$ cat src/rtl/hb_pkg.sv
package hb_pkg;

    typedef enum logic {
        HS_SPLIT = 1'b0,
        HS_DIR   = 1'b1
    } hs_mode_e;

    typedef struct packed {
        logic sel_n;
        logic a_n;
        logic b_n;
        logic latch;
    } bus_pins_t;

    typedef struct packed {
        logic rd_act;
        logic wr_stb;
        logic adr_stb;
    } bus_evt_t;

    localparam logic [3:0] PINS_IDLE = 4'b1110;

    localparam int STAT_ADDR = 0;
    localparam int EN_ADDR   = 1;
    localparam int CTRL_BASE = 2;

    // Turns synchronised pin levels of this and the previous cycle into bus events
    function automatic bus_evt_t decode_evt(hs_mode_e mode, bus_pins_t cur, bus_pins_t prv);
        bus_evt_t e;
        logic held_sel;
        held_sel  = ~cur.sel_n & ~prv.sel_n;
        e.adr_stb = prv.latch & ~cur.latch;
        if (mode == HS_DIR) begin
            e.rd_act = ~cur.sel_n & ~cur.a_n & cur.b_n;
            e.wr_stb = held_sel & cur.a_n & ~prv.a_n & ~cur.b_n & ~prv.b_n;
        end else begin
            e.rd_act = ~cur.sel_n & ~cur.a_n;
            e.wr_stb = held_sel & cur.b_n & ~prv.b_n;
        end
        return e;
    endfunction

endpackage

$ cat src/rtl/hb_sync.sv
module hb_sync #(
    parameter int W = 4,
    parameter logic [W-1:0] RST_VAL = '0
) (
    input  logic         clk,
    input  logic         rst_n,
    input  logic [W-1:0] d,
    output logic [W-1:0] q
);
    for (genvar i = 0; i < W; i++) begin : g_bit
        logic s1, s2;
        always_ff @(posedge clk or negedge rst_n) begin
            if (!rst_n) begin
                s1 <= RST_VAL[i];
                s2 <= RST_VAL[i];
            end else begin
                s1 <= d[i];
                s2 <= s1;
            end
        end
        assign q[i] = s2;
    end
endmodule

$ cat src/rtl/hb_decode.sv
module hb_decode
    import hb_pkg::*;
#(
    parameter int ADDR_W = 7
) (
    input  logic              clk,
    input  logic              rst_n,
    input  logic              dir_mode,
    input  logic              shared,
    input  bus_pins_t         pins_raw,
    input  logic [ADDR_W-1:0] addr_bus,
    input  logic [ADDR_W-1:0] addr_mux,
    output bus_evt_t          evt,
    output logic [ADDR_W-1:0] addr_q
);
    logic [3:0] pins_s_v;
    bus_pins_t  pins_s, pins_p;

    hb_sync #(.W(4), .RST_VAL(PINS_IDLE)) u_sync (
        .clk  (clk),
        .rst_n(rst_n),
        .d    (pins_raw),
        .q    (pins_s_v)
    );

    assign pins_s = bus_pins_t'(pins_s_v);

    always_ff @(posedge clk or negedge rst_n) begin
        if (!rst_n) pins_p <= bus_pins_t'(PINS_IDLE);
        else        pins_p <= pins_s;
    end

    assign evt = decode_evt(hs_mode_e'(dir_mode), pins_s, pins_p);

    always_ff @(posedge clk or negedge rst_n) begin
        if (!rst_n)           addr_q <= '0;
        else if (evt.adr_stb) addr_q <= shared ? addr_mux : addr_bus;
    end
endmodule

$ cat src/rtl/hb_regfile.sv
module hb_regfile
    import hb_pkg::*;
#(
    parameter int ADDR_W = 7,
    parameter int DATA_W = 8,
    parameter int N_CTRL = 4
) (
    input  logic                     clk,
    input  logic                     rst_n,
    input  logic                     wr_stb,
    input  logic [ADDR_W-1:0]        addr,
    input  logic [DATA_W-1:0]        wdata,
    input  logic [DATA_W-1:0]        evt_set,
    output logic [DATA_W-1:0]        rdata,
    output logic [N_CTRL*DATA_W-1:0] ctrl_q,
    output logic                     int_req_n
);
    logic [DATA_W-1:0] flag_q, en_q;
    logic [DATA_W-1:0] ctrl_r [N_CTRL];
    logic              hit_stat, hit_en;
    logic [DATA_W-1:0] clr_mask;

    assign hit_stat = wr_stb && (addr == ADDR_W'(STAT_ADDR));
    assign hit_en   = wr_stb && (addr == ADDR_W'(EN_ADDR));
    assign clr_mask = hit_stat ? wdata : '0;

    always_ff @(posedge clk or negedge rst_n) begin
        if (!rst_n) flag_q <= '0;
        else        flag_q <= (flag_q & ~clr_mask) | evt_set;
    end

    always_ff @(posedge clk or negedge rst_n) begin
        if (!rst_n)      en_q <= '0;
        else if (hit_en) en_q <= wdata;
    end

    for (genvar k = 0; k < N_CTRL; k++) begin : g_ctrl
        always_ff @(posedge clk or negedge rst_n) begin
            if (!rst_n)
                ctrl_r[k] <= '0;
            else if (wr_stb && (addr == ADDR_W'(CTRL_BASE + k)))
                ctrl_r[k] <= wdata;
        end
        assign ctrl_q[k*DATA_W +: DATA_W] = ctrl_r[k];
    end

    always_comb begin
        rdata = '0;
        if (addr == ADDR_W'(STAT_ADDR)) rdata = flag_q;
        if (addr == ADDR_W'(EN_ADDR))   rdata = en_q;
        for (int k = 0; k < N_CTRL; k++) begin
            if (addr == ADDR_W'(CTRL_BASE + k)) rdata = ctrl_r[k];
        end
    end

    assign int_req_n = ~|(flag_q & en_q);
endmodule

$ cat src/rtl/hostbus_slave.sv
module hostbus_slave
    import hb_pkg::*;
#(
    parameter int ADDR_W = 7,
    parameter int DATA_W = 8,
    parameter int N_CTRL = 4
) (
    input  logic                     clk,
    input  logic                     rst_n,
    input  logic                     bus_dir_mode,
    input  logic                     bus_shared,
    input  logic                     sel_n,
    input  logic                     strb_a_n,
    input  logic                     strb_b_n,
    input  logic                     addr_latch,
    input  logic [ADDR_W-1:0]        addr_sep,
    input  logic [DATA_W-1:0]        data_in,
    output logic [DATA_W-1:0]        data_out,
    output logic                     data_oe,
    input  logic [DATA_W-1:0]        evt_set,
    output logic [N_CTRL*DATA_W-1:0] ctrl_q,
    output logic                     int_req_n
);
    bus_pins_t         pins;
    bus_evt_t          evt;
    logic [ADDR_W-1:0] addr_q;
    logic [DATA_W-1:0] rdata;
    logic              wr_stb;

    assign pins = '{sel_n: sel_n, a_n: strb_a_n, b_n: strb_b_n, latch: addr_latch};

    hb_decode #(.ADDR_W(ADDR_W)) u_dec (
        .clk     (clk),
        .rst_n   (rst_n),
        .dir_mode(bus_dir_mode),
        .shared  (bus_shared),
        .pins_raw(pins),
        .addr_bus(addr_sep),
        .addr_mux(data_in[ADDR_W-1:0]),
        .evt     (evt),
        .addr_q  (addr_q)
    );

    assign wr_stb = evt.wr_stb;

    hb_regfile #(.ADDR_W(ADDR_W), .DATA_W(DATA_W), .N_CTRL(N_CTRL)) u_rf (
        .clk      (clk),
        .rst_n    (rst_n),
        .wr_stb   (wr_stb),
        .addr     (addr_q),
        .wdata    (data_in),
        .evt_set  (evt_set),
        .rdata    (rdata),
        .ctrl_q   (ctrl_q),
        .int_req_n(int_req_n)
    );

    assign data_oe  = evt.rd_act;
    assign data_out = evt.rd_act ? rdata : '0;
endmodule

$ cat config.mk
export PLATFORM = sky130hd
export DESIGN_NAME = hostbus_slave
export DESIGN_NICKNAME = d
export VERILOG_FILES = /design/src/rtl/hb_pkg.sv /design/src/rtl/hb_sync.sv /design/src/rtl/hb_decode.sv /design/src/rtl/hb_regfile.sv /design/src/rtl/hostbus_slave.sv
export SDC_FILE = /design/constraint.sdc
export NUM_CORES = 1
export LEC_CHECK = 0
export BUFFER_PORTS_ARGS = -buffer_cell sky130_fd_sc_hd__buf_2
export CAP_MARGIN = 20
export CORE_AREA = 2 2 82 84
export DETAILED_ROUTE_END_ITERATION = 12
export DIE_AREA = 0 0 84 86
export PLACE_DENSITY_LB_ADDON = 0.3
export SYNTH_ARGS = -nofsm -noshare
export SYNTH_HDL_FRONTEND = slang
export SYNTH_SLANG_ARGS = --single-unit
$ cat constraint.sdc
create_clock -name clk -period 2.35 [get_ports clk]
set_clock_uncertainty 0.05 [all_clocks]
set_input_delay 0.47 -clock clk [delete_from_list [all_inputs] [get_ports clk]]
set_output_delay 0.47 -clock clk [all_outputs]
set_load 0.01 [all_outputs]
# [Word-level counts from Yosys, hierarchy flattened]
# Cells that the tools add are included.
# W data, S select, Z words.
[op_classes] bitwise=21 reduce_logical=9 muxes=10 n_eq_ne=5
[ops] op="$mux W8" count=8
[ops] op="$and A8 B8 Y8" count=2
[ops] op="$eq A7 B2 Y1 const B" count=2
[ops] op="$eq A7 B3 Y1 const B" count=2
[ops] op="$and A1 B1 Y1" count=10
[ops] op="$not A8 Y8" count=1
[ops] op="$or A8 B8 Y8" count=1
[ops] op="$reduce_or A8 Y1" count=1
[ops] op="$eq A7 B1 Y1 const B" count=1
[ops] op="$logic_not A7 Y1" count=1
[ops] op="$mux W7" count=1
[ops] op="$not A1 Y1" count=7
[ops] op="$logic_and A1 B1 Y1" count=6
[ops] op="$mux W2" count=1
[ops] op="$logic_not A1 Y1" count=1
[word_totals] regBits=67 wordCells=64

# [Logic depth before layout (Yosys ltp)]
# Gate-level depths: netlist of the first run.
[logic_depth] word_depth=12 mapped_depth=6 ltp_nobuf=4

# [By module]
# A second synthesis of the first run with hierarchy kept.
[unflattened] hier_cells=225 area_unflattened_um2=3148.0
[by_module_without_submodules] module="hb_regfile" cells_per_inst=172 area_per_inst_um2=2311.0 instances=1
[by_module_without_submodules] module="hb_decode" cells_per_inst=33 area_per_inst_um2=549.3 instances=1
[by_module_without_submodules] module="hb_sync" cells_per_inst=12 area_per_inst_um2=237.7 instances=1
[by_module_without_submodules] module="hostbus_slave" cells_per_inst=8 area_per_inst_um2=50.0 instances=1

# [Worst setup path before layout of the first run]
# OpenSTA, ideal clock, no wires.
[synth_timing] kind="register -> output" startpoint="reg u_dec.addr_q[0]" endpoint="out data_out[6]" arrival_time_ns=1.748 path_buffers=2 required_time_ns=1.830 path_stages_with_launch=6 setup_slack_ns=0.082 cell_sequence="dfrtp_1 -> buf_1 -> clkbuf_1 -> mux4_2 -> a22oi_1 -> nor2_1"
[synth_between] elab_chain_cells=8 elab_cells_between_ends=13 cone_classes="5 x eq/ne; 7 x mux; 1 x reduce/logical"
[synth_lines] element="start: declaration" line_no="hb_decode.sv:14" text="output logic [ADDR_W-1:0] addr_q"
[synth_lines] element="start signal: assignment" line_no="hb_decode.sv:37" text="else if (evt.adr_stb) addr_q <= shared ? addr_mux : addr_bus;"
[synth_lines] element="$logic_not A7 Y1" line_no="hb_regfile.sv:49" text="if (addr == ADDR_W'(STAT_ADDR)) rdata = flag_q;"
[synth_lines] element="$mux W8" line_no="hb_regfile.sv:49"
[synth_lines] element="$mux W8" line_no="hb_regfile.sv:50" text="if (addr == ADDR_W'(EN_ADDR)) rdata = en_q;"
[synth_lines] element="$mux W8 (3 in series)" line_no="hb_regfile.sv:52" text="if (addr == ADDR_W'(CTRL_BASE + k)) rdata = ctrl_r[k];"
[synth_lines] element="$mux W8 *" line_no="hb_regfile.sv:52"
[synth_lines] element="$mux W8 *" line_no="hostbus_slave.sv:59" text="assign data_out = evt.rd_act ? rdata : '0;"
[synth_lines] element="end: declaration" line_no="hostbus_slave.sv:18" text="output logic [DATA_W-1:0] data_out,"
# Every way passes the cells marked *; elsewhere a longest branch is shown, timed or not.

# [Worst setup path in the final report of the first run]
[layout_timing] startpoint="reg u_dec.addr_q[6]" endpoint="out data_out[6]"
# The elaborated chain is that of the path after synthesis.

==> impl_metrics.env, run 1 <==
export IMPL_vias=2167
export IMPL_violations="negative setup slack"
export IMPL_yosysTopAreaCell="dfrtp_1"
export IMPL_final_cell_mix="72 x buf_2, 58 x dfrtp_1, 48 x mux2_2"
export IMPL_drive_above_1_share_pct=59.49
export IMPL_cellPowerDensity_nw_per_um2=714.8
export IMPL_insertedDiodeCount=0
export IMPL_cts_tree="yes"
export IMPL_status="complete, but fails checks"
export IMPL_ys_warn_count=0
export IMPL_rsz0062_at_grt="yes"
export IMPL_placed_cell_area_um2=3572
export IMPL_area_growth_pct=29.23
export IMPL_cts_root_buffer_cell="clkbuf_8"
export IMPL_synth_distinct_cells=30
export IMPL_total_power_w=0.002760
export IMPL_setup_ws_ps=-185.4
export IMPL_drt_iter0_markers=120
export IMPL_grt_ovfl_total=0
export IMPL_fin_crit_sh_pct=107.9
export IMPL_grt_antenna_before_repair=0
export IMPL_synthCells=210
export IMPL_timing_final_crit_period_ps=2535
export IMPL_utilization_pct=61.51
export IMPL_htreeDepth=3
export IMPL_maxSlewHeadroom_pct=60.95
export IMPL_grt_total_usage_pct=22.94
export IMPL_dr_pass1_iters=4
export IMPL_peakVddDrop_uv=387.8
export IMPL_setup_worst_path_end_class="output pin"
export IMPL_final_cell_area_um2=3861
export IMPL_std_cell_rows=29
export IMPL_leakagePower_nw=1.932
export IMPL_worstHoldPathType="input port to asynchronous set/reset pin"
export IMPL_setup_violations=8
export IMPL_clock_path_buffers=2
export IMPL_grt_max_degree=27
export IMPL_start_util_pct=47.60
export IMPL_io_buffers=72
export IMPL_ys_ff_latch=67
export IMPL_netlist_area_leader_share_pct=48.58
export IMPL_criticalPathCategory="flip-flop to output pin"
export IMPL_synth_area_top_cells="dfrtp_1 49%, mux2_2 18%, dfstp_2 7.9%"
export IMPL_grt_pass1_wl_um=12450
export IMPL_die_area_um2=7224
export IMPL_coreArea_um2=6277
export IMPL_io_pins=73
export IMPL_seq_area_frac_synth_pct=56.49
export IMPL_finalHoldViolCount=0
export IMPL_grt_pass1_vias=2293
export IMPL_final_max_slew_viol_count=0
export IMPL_synth_avg_cell_area_um2=14.23
export IMPL_clkLatencyLatePin_ps=340
export IMPL_critPathMaxFanout=5
export IMPL_startpoint_type="flip-flop"
export IMPL_cts_buffers_inserted=9
export IMPL_cp_required_ps=1830
export IMPL_wire_per_inst_um=19.37
export IMPL_final_common_cell="buf_2"
export IMPL_die_height_um=86
export IMPL_die_w_um=84
export IMPL_wl_um=7514
export IMPL_maxCapViolCount=0
export IMPL_worst_slew_pin_slew_ps=585.7
export IMPL_nFillCells=511
export IMPL_clkTransAtPathRegs_ps=70
export IMPL_synth_nets=241
export IMPL_crit_arrival_ps=2020
export IMPL_gp_congestion=0.8075
export IMPL_multi_input_area_um2=1282
export IMPL_nNetsFinal=337
export IMPL_syn_cell_area_um2=2988
export IMPL_cts_sinks=67
export IMPL_post_place_ws_ps=63.70
export IMPL_postRouteAntennaNets=0
export IMPL_post_route_drc_count=0
export IMPL_routed_via_density=5.585
export IMPL_hpwl_um=5280
export IMPL_register_area_um2=1688
export IMPL_max_freq_mhz=394.4
## routing by layer
metal  global-route usage [%]  vias to the layer above  share of wire, %
li1                         -                      980                 -
met1                    33.18                     1088                46
met2                    33.96                       84                46
met3                    6.737                       15               5.9
met4                    6.598                        0               1.9
met5                        0                        -                 0
## layout make-up
cell class              count  area share (%)
inverters                   2          0.1944
flip-flops and latches     67           43.71
clock buffers              11           3.662
clock inverters             5           2.592
repair buffers             94           14.13
multi-input cells         132           33.21
well taps                  77           2.495
## path summary, 6_finish.rpt
path,to,startpoint,slack (ps),depth (start not counted)
setup reg to reg,u_rf.en_q[4],u_dec.u_sync.g_bit[2].s2,50,5
setup / recovery,data_out[6],u_dec.addr_q[6],-190,6
min in group clk,u_dec.u_sync.g_bit[2].s1,strb_a_n,170,1
max in group asynchronous,u_dec.pins_p[3],rst_n,1430,2
hold / removal,u_rf.ctrl_q[12],rst_n,70,1
hold reg to reg,u_dec.u_sync.g_bit[1].s2,u_dec.u_sync.g_bit[1].s1,310,0
## cell families after synthesis
kind of cell | count (synthesis) | synth area share [%]
AOI/OAI and AO/OA | 29 | 6.784
buffers and inverters | 11 | 1.675
DFF | 67 | 56.49
muxes | 63 | 26.47
and+or+nand+nor | 40 | 8.585
## power breakdown
part	total [W]	switching (W)	internal, W	leakage, nW
clock network	0.00115	0.000422	0.000730	0.123
logic	0.000356	0.000181	0.000175	0.966
registers	0.00125	0.0000412	0.00121	0.842
total	0.00276	0.000644	0.00212	1.93
## sequential cells by signal (all words and copies together) (netlist names)
| name | flops |
|---|---|
| u_rf.flag_q | 8 |
| u_dec.pins_p | 4 |
| u_dec.u_sync.g_bit.s2 | 4 |
| u_rf.en_q | 8 |
| u_rf.ctrl_q | 32 |
| u_dec.addr_q | 7 |
| u_dec.u_sync.g_bit.s1 | 4 |
## through the flow
| step | cells | hold slack (ps) | setup TNS [ps] |
|---|---|---|---|
| detailed placement | 371 | 288.7 | 0 |
| global route | 388 | 87.78 | -2613 |
| finish | 388 | 69.60 | -1288 |
| floorplan | 210 | 124.4 | 0 |
| global placement | 371 | 284.5 | 0 |
| CTS | 388 | 68.99 | -1317 |
## cells in the mapped netlist
cell type and count:
nor2b_1 1, and4b_1 1, or4bb_1 1, nor4_1 1, o21ai_1 1, nand3_1 8, a22oi_1 12, and3_1 1
o21ai_0 7, nand2b_1 2, buf_2 1, mux4_2 8, nand4_4 2, dfrtp_1 58, nand3_2 1, nand2_1 8
dfstp_2 9, a21o_1 8, mux2_2 48, buf_4 2, inv_1 2, nor3_1 1, and4_1 1, nor2_1 10
clkbuf_1 5, a211oi_2 1, or4_4 1, nor3b_4 1, buf_1 1, mux2i_1 7
## timing repair
action / CTS / global route
gates cloned: 0 / 0
gates resized for setup: 4 / 4
hold buffers: 0 / 0
pin swaps: 8 / 8
setup endpoints to repair: 8 / 37
buffers inserted: 1 / 0
## critical path, cell delays in order (launching register included)
cell and delay [ps]:
dfrtp_1 380, or4_4 580, nor3b_4 240, buf_6 160
a22oi_1 70, nor2_1 100, buf_2 140
No activity file was read; power rests on OpenSTA's default activity.
==> run 2, diff against run 1 <==
--- a/config.mk
+++ b/config.mk
@@ -7,9 +7,11 @@
 export LEC_CHECK = 0
 export BUFFER_PORTS_ARGS = -buffer_cell sky130_fd_sc_hd__buf_2
 export CAP_MARGIN = 20
-export CORE_AREA = 2 2 82 84
+export CELL_PAD_IN_SITES_DETAIL_PLACEMENT = 2
+export CELL_PAD_IN_SITES_GLOBAL_PLACEMENT = 2
+export CORE_AREA = 2 2 100 102
 export DETAILED_ROUTE_END_ITERATION = 12
-export DIE_AREA = 0 0 84 86
+export DIE_AREA = 0 0 102 104
 export PLACE_DENSITY_LB_ADDON = 0.3
 export SYNTH_ARGS = -nofsm -noshare
 export SYNTH_HDL_FRONTEND = slang
==> impl_metrics.env, run 2 (synthesis results as in run 1) <==
export IMPL_status="complete, but fails checks"
export IMPL_violations="negative setup slack"
export IMPL_maxSlewHeadroom_pct=68.72
export IMPL_clkTransAtPathRegs_ps=70
export IMPL_wire_per_inst_um=20.52
export IMPL_criticalPathCategory="flip-flop to output pin"
export IMPL_fin_crit_sh_pct=110.2
export IMPL_swShare_pct=25.50
export IMPL_largest_register_ffs=32
export IMPL_clock_path_buffers=2
export IMPL_grt_antenna_before_repair=0
export IMPL_cts_root_buffer_cell="clkbuf_8"
export IMPL_utilization_pct=41.31
export IMPL_routed_via_density=4.914
export IMPL_max_freq_mhz=386.1
export IMPL_insertedDiodeCount=0
export IMPL_grt_max_degree=34
export IMPL_grt_pass1_wl_um=14880
export IMPL_maxCapViolCount=0
export IMPL_grt_total_usage_pct=18.93
export IMPL_setup_ws_ps=-240.2
export IMPL_setup_violations=8
export IMPL_vias=2216
export IMPL_timing_final_crit_period_ps=2590
export IMPL_r2r_end="u_rf.ctrl_q[27]"
export IMPL_grt_ovfl_total=0
export IMPL_switchingPower_w=0.0006623
export IMPL_setup_worst_path_end_class="output pin"
export IMPL_coreArea_um2=9549
export IMPL_pwr_share_clk_pct=37.3
export IMPL_placed_cells_incl_taps=430
export IMPL_power_frac_comb_pct=14.5
export IMPL_final_cell_mix="72 x buf_2, 58 x dfrtp_1, 48 x mux2_2"
export IMPL_r2r_start="u_dec.addr_q[3]"
export IMPL_htreeDepth=3
export IMPL_post_place_ws_ps=46.24
export IMPL_die_height_um=104
export IMPL_critPathMaxFanout=5
export IMPL_post_route_drc_count=0
export IMPL_p_seq_share_pct=48.2
export IMPL_r2r_cells=6
export IMPL_worstHoldPathType="input port to asynchronous set/reset pin"
export IMPL_io_pins=73
export IMPL_cp_required_ps=1830
export IMPL_grt_pass1_vias=2498
export IMPL_critPathLaunch="u_dec.addr_q[3]"
export IMPL_fin_cells=451
export IMPL_worst_slew_pin_slew_ps=469.2
export IMPL_final_max_slew_viol_count=0
export IMPL_crit_arrival_ps=2070
export IMPL_p_int_w=0.001935
export IMPL_die_w_um=102
export IMPL_nNetsFinal=345
export IMPL_std_cell_rows=36
export IMPL_cellPowerDensity_nw_per_um2=658.3
export IMPL_drt_iter0_markers=63
export IMPL_die_area_um2=10610
export IMPL_cts_buffers_inserted=9
export IMPL_hpwl_um=6625
export IMPL_clkLatencyLatePin_ps=340
export IMPL_area_growth_pct=32.04
export IMPL_startpoint_type="flip-flop"
export IMPL_rsz0062_at_grt="yes"
export IMPL_start_util_pct=31.29
export IMPL_postRouteAntennaNets=0
export IMPL_io_buffers=72
export IMPL_drive_above_1_share_pct=60.38
export IMPL_gp_congestion=0.7605
export IMPL_finalHoldViolCount=0
export IMPL_total_power_w=0.002597
export IMPL_leakagePower_nw=1.945
export IMPL_ff2ff_setup_slack_ps=20
export IMPL_wl_um=9255
export IMPL_cts_tree="yes"
export IMPL_cts_sinks=67
export IMPL_peakVddDrop_uv=218.1
export IMPL_dr_pass1_iters=4
export IMPL_final_common_cell="buf_2"
run 2: final cells by class:
type	count	area, um2
clock buffer	13	158.9
clock inverter	2	35.03
fill	1015	5604
inverter	2	7.507
multi-input combinational	132	1284
sequential	67	1688
tap	133	166.4
timing repair buffer	102	605.6
run 2: routing by layer:
layer	part of all wire [%]	track usage, %	vias to the layer above
li1	-	-	988
met1	45	26.61	1167
met2	50	29.93	51
met3	2.9	2.688	10
met4	1.2	6.286	0
met5	0	0	-
run 2: critical path: stages, from the launching register on:
cell and delay (ps):
dfrtp_1 380, or4_4 580, nor3b_4 260, buf_6 180, a22oi_2 60, nor2_1 130
buf_2 150
run 2: worst max-delay path by stage:
| stage | to | slack (ps) | depth (start not counted) |
|---|---|---|---|
| 6_report | data_out[6] | -240 | 6 |
| 5_1_grt | data_out[6] | -320 | 6 |
| 4_1_cts | data_out[2] | -220 | 6 |
| 3_5_place_dp | u_rf.en_q[0] | 50 | 5 |
| 3_3_place_gp | data_out[2] | 100 | 6 |
| 2_1_floorplan | data_out[6] | 80 | 5 |
run 2: power by group through the flow:
stage	registers, W	clock network [W]	logic [W]
5_1_grt	0.00126	0.00106	0.000412
4_1_cts	0.00125	0.000999	0.000376
2_1_floorplan	0.00127	0	0.000174
3_5_place_dp	0.00127	0	0.000357
6_report	0.00125	0.000969	0.000377
3_3_place_gp	0.00127	0	0.000349
run 2: metrics by stage:
stage | setup TNS, ps | hold WS [ps] | instance area (um2)
detailed placement | 0 | 293.5 | 3665
global route | -2759 | 34.97 | 3945
finish | -1802 | 20.87 | 3945
global placement | 0 | 287.6 | 3665
CTS | -1664 | 18.73 | 3925
floorplan | 0 | 124.4 | 2988
run 2: timing repair:
| action | in CTS | in global routing |
|---|---|---|
| hold buffers | 0 | 0 |
| setup endpoints to repair | 13 | 37 |
| setup buffers | 4 | 1 |
| pin swaps | 8 | 10 |
| gates resized for setup | 7 | 3 |
| cloned | 1 | 0 |
